`config.mk`:
```
export PLATFORM = sky130hd
export DESIGN_NAME = scl_clock_gen
export DESIGN_NICKNAME = d
export VERILOG_FILES = /design/src/rtl/sclgen_pkg.sv /design/src/rtl/sclgen_regs.sv /design/src/rtl/sclgen_dp.sv /design/src/rtl/sclgen_ctrl.sv /design/src/rtl/scl_clock_gen.sv
export SDC_FILE = /design/constraint.sdc
export NUM_CORES = 1
export LEC_CHECK = 0
export ABC_CLOCK_PERIOD_IN_PS = 3200
export BUFFER_PORTS_ARGS = -buffer_cell sky130_fd_sc_hd__buf_2
export CORE_MARGIN = 5
export CORE_UTILIZATION = 55
export DETAILED_ROUTE_END_ITERATION = 8
export GPL_TIMING_DRIVEN = 0
export PLACE_DENSITY = 0.79
export SLEW_MARGIN = 20
export SYNTH_ARGS = -nofsm -noshare
export SYNTH_HDL_FRONTEND = slang
export SYNTH_SLANG_ARGS = --single-unit
```
`constraint.sdc`:
```
create_clock -name clk -period 3.2 [get_ports clk]
set_input_delay 0.16 -clock clk [delete_from_list [all_inputs] [get_ports clk]]
set_output_delay 0.16 -clock clk [all_outputs]
set_load 0.005 [all_outputs]
```
`src/rtl/sclgen_pkg.sv`:
```
package sclgen_pkg;

  // register select codes
  localparam logic [1:0] ADDR_CTRL = 2'd0;
  localparam logic [1:0] ADDR_PSC  = 2'd1;
  localparam logic [1:0] ADDR_LOW  = 2'd2;
  localparam logic [1:0] ADDR_HIGH = 2'd3;

  // phase generator states
  typedef enum logic [1:0] {
    PH_OFF  = 2'd0,
    PH_LOW  = 2'd1,
    PH_WAIT = 2'd2,
    PH_HIGH = 2'd3
  } phase_e;

  // control-to-datapath strobes
  typedef struct packed {
    logic loadLow;
    logic loadHigh;
    logic countEn;
  } phStrobe_t;

endpackage

```
`src/rtl/sclgen_regs.sv`:
```
module sclgen_regs
  import sclgen_pkg::*;
#(
  parameter int PSC_W = 8,
  parameter int CNT_W = 12
) (
  input  logic             clk,
  input  logic             rstN,
  input  logic             wrEn,
  input  logic [1:0]       wrAddr,
  input  logic [CNT_W-1:0] wrData,
  output logic             runEn,
  output logic             genEn,
  output logic [PSC_W-1:0] pscLive,
  output logic [CNT_W-1:0] lowCnt,
  output logic [CNT_W-1:0] highCnt,
  output logic [2:0]       dOff
);

  logic [PSC_W-1:0] pscStage;
  logic [2:0]       dNext;
  logic             runRise;
  logic             unusedData;

  assign unusedData = ^wrData;

  // offset chosen from the staged prescaler value
  always_comb begin
    if (pscStage == '0)
      dNext = 3'd7;
    else if (pscStage == PSC_W'(1))
      dNext = 3'd6;
    else
      dNext = 3'd5;
  end

  assign runRise = wrEn && (wrAddr == ADDR_CTRL) && wrData[0] && !runEn;

  always_ff @(posedge clk or negedge rstN) begin
    if (!rstN) begin
      runEn    <= 1'b0;
      genEn    <= 1'b0;
      pscStage <= '0;
      lowCnt   <= '0;
      highCnt  <= '0;
    end else if (wrEn) begin
      case (wrAddr)
        ADDR_CTRL: begin
          runEn <= wrData[0];
          genEn <= wrData[1];
        end
        ADDR_PSC: begin
          if (!runEn) pscStage <= wrData[PSC_W-1:0];
        end
        ADDR_LOW:  lowCnt  <= wrData;
        default:   highCnt <= wrData;
      endcase
    end
  end

  // divide ratio and offset are fixed on the run edge only
  always_ff @(posedge clk or negedge rstN) begin
    if (!rstN) begin
      pscLive <= '0;
      dOff    <= 3'd7;
    end else if (runRise) begin
      pscLive <= pscStage;
      dOff    <= dNext;
    end
  end


  pscHold_chk: assert property (@(posedge clk) disable iff (!rstN)
    runEn |=> ($stable(pscLive) && $stable(dOff)));

endmodule

```
`src/rtl/sclgen_dp.sv`:
```
module sclgen_dp
  import sclgen_pkg::*;
#(
  parameter int PSC_W = 8,
  parameter int CNT_W = 12
) (
  input  logic             clk,
  input  logic             rstN,
  input  logic             runEn,
  input  logic [PSC_W-1:0] pscLive,
  input  logic [CNT_W-1:0] lowCnt,
  input  logic [CNT_W-1:0] highCnt,
  input  logic [2:0]       dOff,
  input  logic             sclIn,
  input  phStrobe_t        strobe,
  output logic             modTick,
  output logic             phaseDone,
  output logic             sclSync
);

  localparam int PH_W = CNT_W + 1;

  logic [PSC_W-1:0] psCnt;
  logic [1:0]       syncPipe;
  logic [PH_W-1:0]  phRem;
  logic [PH_W-1:0]  lowLoad;
  logic [PH_W-1:0]  highLoad;

  // prescaler: one tick per (pscLive + 1) input clocks
  always_ff @(posedge clk or negedge rstN) begin
    if (!rstN) begin
      psCnt   <= '0;
      modTick <= 1'b0;
    end else if (!runEn) begin
      psCnt   <= '0;
      modTick <= 1'b0;
    end else if (psCnt == pscLive) begin
      psCnt   <= '0;
      modTick <= 1'b1;
    end else begin
      psCnt   <= psCnt + 1'b1;
      modTick <= 1'b0;
    end
  end

  // line synchronizer, idle level high
  always_ff @(posedge clk or negedge rstN) begin
    if (!rstN) syncPipe <= 2'b11;
    else       syncPipe <= {syncPipe[0], sclIn};
  end
  assign sclSync = syncPipe[1];

  assign lowLoad  = {1'b0, lowCnt}  + PH_W'(dOff);
  assign highLoad = {1'b0, highCnt} + PH_W'(dOff);

  // phase length down-counter in module ticks
  always_ff @(posedge clk or negedge rstN) begin
    if (!rstN)
      phRem <= '0;
    else if (strobe.loadLow)
      phRem <= lowLoad;
    else if (strobe.loadHigh)
      phRem <= highLoad;
    else if (strobe.countEn && modTick && (phRem != '0))
      phRem <= phRem - 1'b1;
  end

  assign phaseDone = strobe.countEn && modTick && (phRem == PH_W'(1));


  noTick_chk: assert property (@(posedge clk) disable iff (!rstN)
    !runEn |=> !modTick);


  psBound_chk: assert property (@(posedge clk) disable iff (!rstN)
    runEn |-> (psCnt <= pscLive));


  phLive_chk: assert property (@(posedge clk) disable iff (!rstN)
    strobe.countEn |-> (phRem != '0));

endmodule

```
`src/rtl/sclgen_ctrl.sv`:
```
module sclgen_ctrl
  import sclgen_pkg::*;
(
  input  logic      clk,
  input  logic      rstN,
  input  logic      runEn,
  input  logic      genEn,
  input  logic      phaseDone,
  input  logic      sclSync,
  output phStrobe_t strobe,
  output logic      sclDriveLow
);

  phase_e state, stateNext;
  logic   active;

  assign active = runEn && genEn;

  always_comb begin
    stateNext       = state;
    strobe.loadLow  = 1'b0;
    strobe.loadHigh = 1'b0;
    if (!active) begin
      stateNext = PH_OFF;
    end else begin
      case (state)
        PH_OFF: begin
          stateNext      = PH_LOW;
          strobe.loadLow = 1'b1;
        end
        PH_LOW: begin
          if (phaseDone) stateNext = PH_WAIT;
        end
        PH_WAIT: begin
          if (sclSync) begin
            stateNext       = PH_HIGH;
            strobe.loadHigh = 1'b1;
          end
        end
        default: begin
          if (!sclSync || phaseDone) begin
            stateNext      = PH_LOW;
            strobe.loadLow = 1'b1;
          end
        end
      endcase
    end
  end

  assign strobe.countEn = (state == PH_LOW) || (state == PH_HIGH);
  assign sclDriveLow    = (state == PH_LOW);

  always_ff @(posedge clk or negedge rstN) begin
    if (!rstN) state <= PH_OFF;
    else       state <= stateNext;
  end


  release_chk: assert property (@(posedge clk) disable iff (!rstN)
    !active |=> !sclDriveLow);


  waitHold_chk: assert property (@(posedge clk) disable iff (!rstN)
    (active && state == PH_WAIT && !sclSync) |=> (!sclDriveLow && state != PH_HIGH));


  restart_chk: assert property (@(posedge clk) disable iff (!rstN)
    (active && state == PH_HIGH && !sclSync) |=> sclDriveLow);

endmodule

```
`src/rtl/scl_clock_gen.sv`:
```
module scl_clock_gen
  import sclgen_pkg::*;
#(
  parameter int PSC_W = 8,
  parameter int CNT_W = 12
) (
  input  logic             clk,
  input  logic             rstN,
  input  logic             wrEn,
  input  logic [1:0]       wrAddr,
  input  logic [CNT_W-1:0] wrData,
  input  logic             sclIn,
  output logic             modTick,
  output logic             sclDriveLow
);

  logic             runEn;
  logic             genEn;
  logic [PSC_W-1:0] pscLive;
  logic [CNT_W-1:0] lowCnt;
  logic [CNT_W-1:0] highCnt;
  logic [2:0]       dOff;
  logic             phaseDone;
  logic             sclSync;
  phStrobe_t        strobe;

  sclgen_regs #(.PSC_W(PSC_W), .CNT_W(CNT_W)) regsI (
    .clk(clk), .rstN(rstN), .wrEn(wrEn), .wrAddr(wrAddr), .wrData(wrData),
    .runEn(runEn), .genEn(genEn), .pscLive(pscLive), .lowCnt(lowCnt),
    .highCnt(highCnt), .dOff(dOff)
  );

  sclgen_dp #(.PSC_W(PSC_W), .CNT_W(CNT_W)) dpI (
    .clk(clk), .rstN(rstN), .runEn(runEn), .pscLive(pscLive),
    .lowCnt(lowCnt), .highCnt(highCnt), .dOff(dOff), .sclIn(sclIn),
    .strobe(strobe), .modTick(modTick), .phaseDone(phaseDone),
    .sclSync(sclSync)
  );

  sclgen_ctrl ctrlI (
    .clk(clk), .rstN(rstN), .runEn(runEn), .genEn(genEn),
    .phaseDone(phaseDone), .sclSync(sclSync), .strobe(strobe),
    .sclDriveLow(sclDriveLow)
  );

endmodule

```
### After elaboration in Yosys (flattened, before gate mapping)

Cells that the tools add are included.

| cells by class | value |
|---|---|
| add/sub/neg operators | 4 |
| divide/modulo/power cells | 0 |
| mux-type cells | 19 |
| multipliers | 0 |
| bitwise logic cells | 2 |
| equal/unequal tests | 11 |
| shifts and indexed selects | 0 |
| order comparisons | 0 |
| reductions and logical operators | 23 |

Operators by type and width:

| operator | count |
|---|---|
| 13-bit 2-to-1 mux | 3 |
| 12-bit by 3-bit adder with 13-bit output | 2 |
| 8-bit 2-to-1 mux | 2 |
| 2-bit 2-to-1 mux | 7 |
| 13-bit by 1-bit == test with 1-bit output (second input constant) | 1 |
| 13-bit nonzero test | 1 |
| 13-bit by 1-bit subtractor with 13-bit output (second input constant) | 1 |
| 8-bit by 1-bit adder with 8-bit output (second input constant) | 1 |
| 8-bit by 1-bit == test with 1-bit output (second input constant) | 1 |
| 8-bit == test | 1 |
| 8-bit zero test | 1 |
| 1-bit logical AND | 7 |
| 2-bit == test (second input constant) | 3 |
| 2-bit case mux with 3 select lines | 1 |
| 2-bit AND reduction | 3 |
| 3-bit AND reduction | 2 |
| 1-bit 2-to-1 mux | 5 |
| 5-bit != test (second input constant) | 1 |
| 2-bit by 1-bit == test with 1-bit output (second input constant) | 2 |
| 2-bit zero test | 2 |
| 3-bit by 2-bit != test with 1-bit output (second input constant) | 1 |
| 3-bit != test (second input constant) | 1 |
| 3-bit nonzero test | 1 |
| 3-bit OR reduction | 1 |
| 5 further kinds | 8 |

| word-level totals | value |
|---|---|
| memory bits (writable) | 0 |
| ROM bits | 0 |
| output and inout bits | 2 |
| latch bits | 0 |
| input port bits | 18 |
| register bits after elaboration | 71 |
| logic and storage cells | 71 |
| memories | 0 |

### Longest topological paths before layout

Gate-level depths: netlist (run 1).

| depth | value |
|---|---|
| depth after elaboration | 10 |
| gate-level depth with buffers | 8 |
| gate-level depth less buffers | 8 |

### Cells and area by module

From an unflattened synthesis (run 1), not the netlist that was laid out.

| unflattened totals | value |
|---|---|
| cells, all modules | 349 |
| area total of the unflattened synthesis | 3,898.7 µm² |

By module, submodules not included:

| module | seq. area each (µm²) | cells an instance | area each (µm²) | times used |
|---|---|---|---|---|
| sclgen_dp | 603.1 | 221 | 1,984.4 | 1 |
| sclgen_regs | 1,103.6 | 104 | 1,704.1 | 1 |
| sclgen_ctrl | 50.0 | 24 | 210.2 | 1 |

### Worst setup path after synthesis (run 1)

OpenSTA, ideal clock, no wires.

| path | value |
|---|---|
| path kind | reg2reg |
| start | register dpI.phRem[0] |
| end | register dpI.phRem[8] |
| data arrival time | 1,922 ps |
| period minus slack after synthesis | 2,049 ps |
| cell stages (with the launch flop) | 8 |
| slack | 1,151 ps |
| required time | 3,074 ps |
| path through | dfrtp_1 > inv_1 > ha_1 > or4b_2 > nor3_1 > mux2_2 > nor2_1 > o22ai_1 |

| between the ends | value |
|---|---|
| cells in the longest elaborated chain, start to end | 7 |
| elaborated cells on any way between the ends | 13 |
| classes of those cells | add/sub: 1; eq/ne: 1; mux: 6; reduce/logical: 5 |

RTL lines:

| what | line | text |
|---|---|---|
| start, declared | sclgen_dp.sv:25 | `logic [PH_W-1:0] phRem;` |
| start signal, assigned | sclgen_dp.sv:61 | `phRem <= lowLoad;` |
| start signal, assigned | sclgen_dp.sv:63 | `phRem <= highLoad;` |
| start signal, assigned | sclgen_dp.sv:65 | `phRem <= phRem - 1'b1;` |
| branches (longest 7 deep; another with 13-bit by 1-bit subtractor with 13-bit output) | -- |  |

Several ways; the timed one is not identified. The select of a mux whose other input is x is not followed.
A chain may end at the register's enable or synchronous reset.

### Final worst setup path (run 1)

| path | value |
|---|---|
| start | register dpI.phRem[0] |
| end | register dpI.phRem[5] |

Same word-level chain as after synthesis.

==> flow_summary.toml, run 1 <==
[outcome]
status = "completed"

[clock_tree]
htree_levels = 3
path_clk_slew_ns = 0.07
cts-hold-fix-buffers = 2
clk-insertion-delay-late_ns = 0.35
cts.repair.resized = 0
clockBufferDepth = 2
clkSinkCount = 70
cts_tree = "done"
cts_buffers = 9
post-cts-setup-buffers = 0
clockRootBuffer = "clkbuf_8"

[yosys]
synth_area_per_cell_um2 = 11.1
synth_area_mm2 = 0.00379
synth-seq-cells = 70
syn_inst = 341
synth_fp_nets = 374
ys_seq_area_share_pct = 46.4
ys_warn_count = 0
synth_area_leaders = "dfrtp_1 44%, mux2_2 13%, xor2_1 6.9%, ha_1 4.3%, nor2_1 3.1%"
synth_cell_type_count = 51
synth_edf_count = 0
netlist.top_cell.by_area = "dfrtp_1"
synth_top_area_share_pct = 43.6
synthArstFlopShare_pct = 100
synth_ff_type = "dfrtp_1"

[setup_path]
reg2reg_setup_slack_ns = 0.77
crit_buf_inv = 1
critical_path_required_ns = 3.44
cp_slowest_cell = "nor4b_1"
slowest_delay_ns = 0.63
r2r_start = "dpI.phRem[0]"
crit_fanout = 8
arrival_ns = 2.67
cp_cell_sequence = "inv_1, ha_1, nor4b_1, a31oi_1, nand2_1, xor2_1, a221oi_2"
worstReg2RegEnd = "dpI.phRem[5]"
r2r_cells = 7
cp-end-kind = "flop"
critPathTopFamily = "simple AND/OR/NAND/NOR gates"
setup.worst_path.start_class = "flop"
critPathKind = "flop to flop"

[sta]
fmax_mhz = 412
slew_headroom_pct = 48.8
final_hold_viol_count = 0
slew_violations = 0
finalSetupTns_ns = 0
rsz0062_at_grt = "false"
setup_violations = 0
skew_ns = 0.00983
finalWorstSetupSlack_ns = 0.773
min_period_ns = 2.43
fin_crit_sh_pct = 75.8
worst_pin_slew_ns = 0.758

[min_path]
hold_end = "regsI.highCnt[10]"
min_path_type = "input port to flop"
min-delay-start = "wrData[10]"
worstHoldPathCells = 2

[cells_and_area]
n_fill_cell = 541
drive_gt1_share_pct = 25.3
finalInstanceArea_mm2 = 0.00427
finalNetCount = 407
layout_common_cells = "66 x dfrtp_1, 43 x mux2_2, 31 x nor2_1"
mostFrequentLayoutCell = "dfrtp_1"
antenna_cells = 0
syn_to_final_growth_pct = 12.8
stdcell_count = 459

[power]
peakVddDrop_mv = 0.457
cellPowerDensity_mw_per_mm2 = 713
leakagePower_nw = 1.88

[placed_design]
placed_area_mm2 = 0.00401
place_congestion = 0.776
io_buffers = 19
pre_cts_ws_ns = 0.825
dp_hpwl_mm = 5.53
placed_cells = 441

[route]
routed_wl_mm = 7.42
drt_iter0_drc = 90
drt_pass1_iterations = 4
route.detailed.drc = 0
viasPerCell = 5.89
num_vias = 2705
drtAntennaViolNets = 0
routed_wire_length_per_instance_um = 16.2

[floorplanning]
core.rowCount = 30
die_w_um = 93.0
design.core.area_mm2 = 0.00676
start_util_pct = 56.1
ios = 20
fp.dieArea_mm2 = 0.00865
die_h_um = 93.0

[global_routing]
grt_use_total_pct = 19.1
grt_overflow = 0
grt_pass1_wl_mm = 13.3
grt_max_degree = 44
grt_pass1_vias = 2870
antenna_found_initial = 0

[run]
cap_violations = 0
metrics by stage:
step           hold slack (ns)  total power, W  utilization (%)
2_1_floorplan           -0.136         0.00196                -
3_3_place_gp             0.265         0.00214             59.0
3_5_place_dp             0.101         0.00219             59.3
4_1_cts                 0.0567         0.00306             63.2
5_1_grt                 0.0720         0.00325             63.2
6_report                0.0647         0.00305             63.2
routing by layer:
metal | up-vias | GRT usage [%] | wire length, µm
li1 | 1310 | - | -
met1 | 1343 | 24.7 | 3340
met2 | 34 | 32.2 | 3730
met3 | 18 | 2.41 | 191
met4 | 0 | 8.42 | 157
met5 | - | 0 | 0
cells in the mapped netlist (2+ instances only):
cell type,count
and3_1,5
nor3_1,7
a211oi_1,3
nor4b_1,3
a221oi_2,3
nor4_1,7
nand4_1,6
o21ai_0,12
clkbuf_1,3
a31oi_1,2
dfstp_2,4
nor3b_1,4
nand3_1,14
xor2_1,30
or4_1,2
mux2_2,43
nor2_1,31
ha_1,13
nand2_1,16
a21o_1,4
buf_1,2
or4b_1,2
o21ai_2,2
xnor2_1,8
dfrtp_1,66
a21oi_1,6
inv_1,11
o22ai_1,8
fa_1,2
report_power, final:
part	leakage, nW	switching [W]	internal [W]	total [W]
combinational	0.902	0.000375	0.000416	0.000791
sequential	0.854	0.000272	0.00113	0.00140
clock	0.126	0.000321	0.000537	0.000858
total	1.88	0.000968	0.00208	0.00305
worst reg2reg max path, cell delays in order (launching register included):
cell,delay [ns]
dfrtp_1,0.40
inv_1,0.12
ha_1,0.18
nor4b_1,0.63
a31oi_1,0.42
nand2_1,0.18
xor2_1,0.11
a221oi_2,0.30
worst max-delay path by stage:
stage | start | to | cells after the start
after detailed placement | dpI.phRem[0] | dpI.phRem[3] | 7
final | dpI.phRem[0] | dpI.phRem[5] | 7
after CTS | dpI.phRem[0] | dpI.phRem[5] | 7
after global placement | dpI.phRem[0] | dpI.phRem[7] | 7
after global routing | dpI.phRem[0] | dpI.phRem[5] | 7
after floorplan | dpI.phRem[0] | dpI.phRem[8] | 7
kinds of logic after synthesis:
family | share of synthesized area (%)
compound gates | 9.25
xor+xnor | 8.78
fa+ha+maj | 5.35
buf+inv | 1.92
flops | 46.4
mux | 13.0
simple gates | 15.3
area by class of cell:
type,count,area (µm²),area share (%)
sequential,70,1760,41.1
tap,80,100,2.34
clock buffer,10,138,3.22
inverter,11,41.3,0.966
buffer,7,31.3,0.732
timing repair buffer,22,138,3.22
multi-input combinational,253,1960,45.9
clock inverter,6,109,2.55
state kept, by name, summed over array words and instances (netlist names):
signal          flops
regsI.highCnt      12
dpI.modTick         1
dpI.phRem          13
regsI.pscLive       8
regsI.lowCnt       12
dpI.syncPipe        2
ctrlI.state         2
regsI.pscStage      8
regsI.genEn         1
regsI.runEn         1
regsI.dOff          2
dpI.psCnt           8
No activity file was read; power rests on OpenSTA's default activity.
==> run 2, diff against run 1 <==
ABC_AREA = 1   (was unset)
ABC_CLOCK_PERIOD_IN_PS = 2000   (was 3200)
PLACE_DENSITY = 0.81   (was 0.79)
clock period = 2 ns   (was 3.2 ns; I/O delays follow)
==> flow_summary.toml, run 2 <==
[yosys]
synth_top_area_share_pct = 40.1
netlist.top_cell.by_area = "dfrtp_1"
ys_seq_area_share_pct = 42.6
synthArstFlopShare_pct = 100
synth_fp_nets = 579
synth_common_cells = "155 x nand2_1, 68 x nand3_1, 66 x dfrtp_1"
ys_warn_count = 0
synth_edf_count = 0
synth-seq-cells = 70
syn_inst = 546
synth_area_per_cell_um2 = 7.55
synth_area_leaders = "dfrtp_1 40%, nand2_1 14%, nand3_1 8.3%, o21ai_0 5.6%, inv_1 5.2%"
synth_area_mm2 = 0.00412
synth_cell_type_count = 32
yosysMostFrequentCell = "nand2_1"
synth_ff_type = "dfrtp_1"

[sta]
worst_pin_slew_ns = 0.484
slew_headroom_pct = 67.7
fmax_mhz = 514
rsz0062_at_grt = "true"
slew_violations = 0
min_period_ns = 1.94
finalSetupTns_ns = 0
finalWorstSetupSlack_ns = 0.0558
final_hold_viol_count = 0
skew_ns = 0.00755
fin_crit_sh_pct = 97.2
setup_violations = 0

[setup_path]
critPathTopFamily = "simple AND/OR/NAND/NOR gates"
crit_fanout = 4
critical_path_required_ns = 2.24
crit_buf_inv = 1
slowest_delay_ns = 0.57
cp-end-kind = "flop"
r2r_start = "regsI.dOff[0]"
critPathKind = "flop to flop"
cp_cell_sequence = "ha_4, inv_2, fa_2, nand2_4, nand2_4, nor2_4, nand2_1, nand3_1, nand3_1, nand3_1, nand2_1"
startpoint = "regsI.dOff[0]"
setup.worst_path.start_class = "flop"
arrival_ns = 2.18
critical-path-top-cell-by-count = "nand3_1"
cp_slowest_cell = "dfstp_2"

[clock_tree]
clockRootBuffer = "clkbuf_8"
path_clk_slew_ns = 0.08
clkSinkCount = 70
clk-insertion-delay-late_ns = 0.34
cts_buffers = 9
clockBufferDepth = 2
htree_levels = 3
cts_tree = "done"

[global_routing]
grt_pass1_wl_mm = 16.5
grt_use_total_pct = 22.9
grt_max_degree = 41
antenna_found_initial = 0
grt_pass1_vias = 3557
grt_overflow = 0

[power]
peakVddDrop_mv = 0.783
leakagePower_nw = 2.37
power_w = 0.00514
cellPowerDensity_mw_per_mm2 = 1090

[placed_design]
io_buffers = 19
placed_area_mm2 = 0.00436
place_congestion = 0.902
dp_hpwl_mm = 7.08
pre_cts_ws_ns = -0.0780

[cells_and_area]
finalNetCount = 619
drive_gt1_share_pct = 14.6
utilization_pct = 64.4
mostFrequentLayoutCell = "nand2_1"
finalInstanceArea_mm2 = 0.00469
top_register = "dpI.phRem"
largestRegisters = "dpI.phRem x13, regsI.highCnt x12, regsI.lowCnt x12"
multi_input_area_mm2 = 0.00213
largest_reg_flops = 13
n_fill_cell = 636
register_area_mm2 = 0.00176
antenna_cells = 0
layout_common_cells = "152 x nand2_1, 66 x nand3_1, 66 x dfrtp_1"
syn_to_final_growth_pct = 13.9

[run]
cap_violations = 0

[route]
routed_wire_length_per_instance_um = 13.7
viasPerCell = 5.32
drt_iter0_drc = 249
drtAntennaViolNets = 0
routed_wl_mm = 9.44
route.detailed.drc = 0
num_vias = 3669
drt_pass1_iterations = 5

[min_path]
min_path_type = "input port to flop"
min-delay-start = "wrData[0]"

[floorplanning]
die_h_um = 96.6
fp.dieArea_mm2 = 0.00933
design.core.area_mm2 = 0.00729
core.rowCount = 31
die_w_um = 96.6
start_util_pct = 56.5
ios = 20

[outcome]
status = "completed"
-- run 2: changes by cell type in the layout (fill, tap and decap cells not counted), moves of 8 or more --
cell / delta
buf_4: +9
inv_1: +43
mux2_2: -43
nand2_1: +136
nand3_1: +52
nor2_1: +19
o21ai_0: +31
o22ai_1: -8
xor2_1: -14
-- run 2: cells by family after synthesis --
group | synth area share [%]
simple gates | 32.6
buf+inv | 7.56
flops | 42.6
compound gates | 6.80
xor+xnor | 5.52
fa+ha+maj | 4.92
-- run 2: power by group --
group / total (W) / internal, W / switching (W)
registers: 0.00217 / 0.00177 / 0.000401
clock network: 0.00101 / 0.000484 / 0.000531
logic: 0.00195 / 0.000789 / 0.00116
total: 0.00514 / 0.00304 / 0.00210
-- run 2: layout make-up --
class / count / share of cell area [%]
Buffer: 15 / 1.92
Clock buffer: 11 / 3.01
Clock inverter: 5 / 0.773
Inverter: 59 / 4.72
Multi-Input combinational cell: 402 / 45.4
Sequential cell: 70 / 37.4
Tap cell: 99 / 2.64
Timing Repair Buffer: 29 / 4.13
-- run 2: repair_timing --
item	in CTS	in global routing
buffers inserted	2	5
gates resized for setup	5	20
hold buffers	2	0
endpoints found under the setup margin	3	11
pin swaps	2	12
endpoints found under the hold margin	29	0
-- run 2: metrics by stage --
step                hold WS [ns]  cells
floorplan                 -0.196    546
global placement           0.205    664
detailed placement        0.0656    665
CTS                      0.00990    685
global route              0.0302    690
finish                    0.0160    690
-- run 2: worst paths after layout --
path | endpoint | slack (ns) | depth (start not counted)
setup reg to reg | dpI.phRem[8] | 0.06 | 11
max in group asynchronous | regsI.dOff[1] | 1.16 | 3
min in group asynchronous | regsI.pscLive[3] | 0.24 | 2
hold reg to reg | dpI.syncPipe[1] | 0.36 | 0
hold / removal | regsI.runEn | 0.02 | 3
setup / recovery | dpI.phRem[8] | 0.06 | 11
-- run 2: worst register-to-register path, stage by stage, from the launching register on --
cell and delay, ns:
dfstp_2 0.57, ha_4 0.14, inv_2 0.04, fa_2 0.37
nand2_4 0.13, nand2_4 0.09, nor2_4 0.12, nand2_1 0.08
nand3_1 0.10, nand3_1 0.08, nand3_1 0.07, nand2_1 0.05
-- run 2: layer usage --
layer  up-vias  share of wire, %  GRT usage [%]
met5         -                 0              0
met4         0               1.4           5.37
met3        19               5.0           4.42
met2        86                49           39.1
met1      1741                44           30.1
li1       1823                 -              -
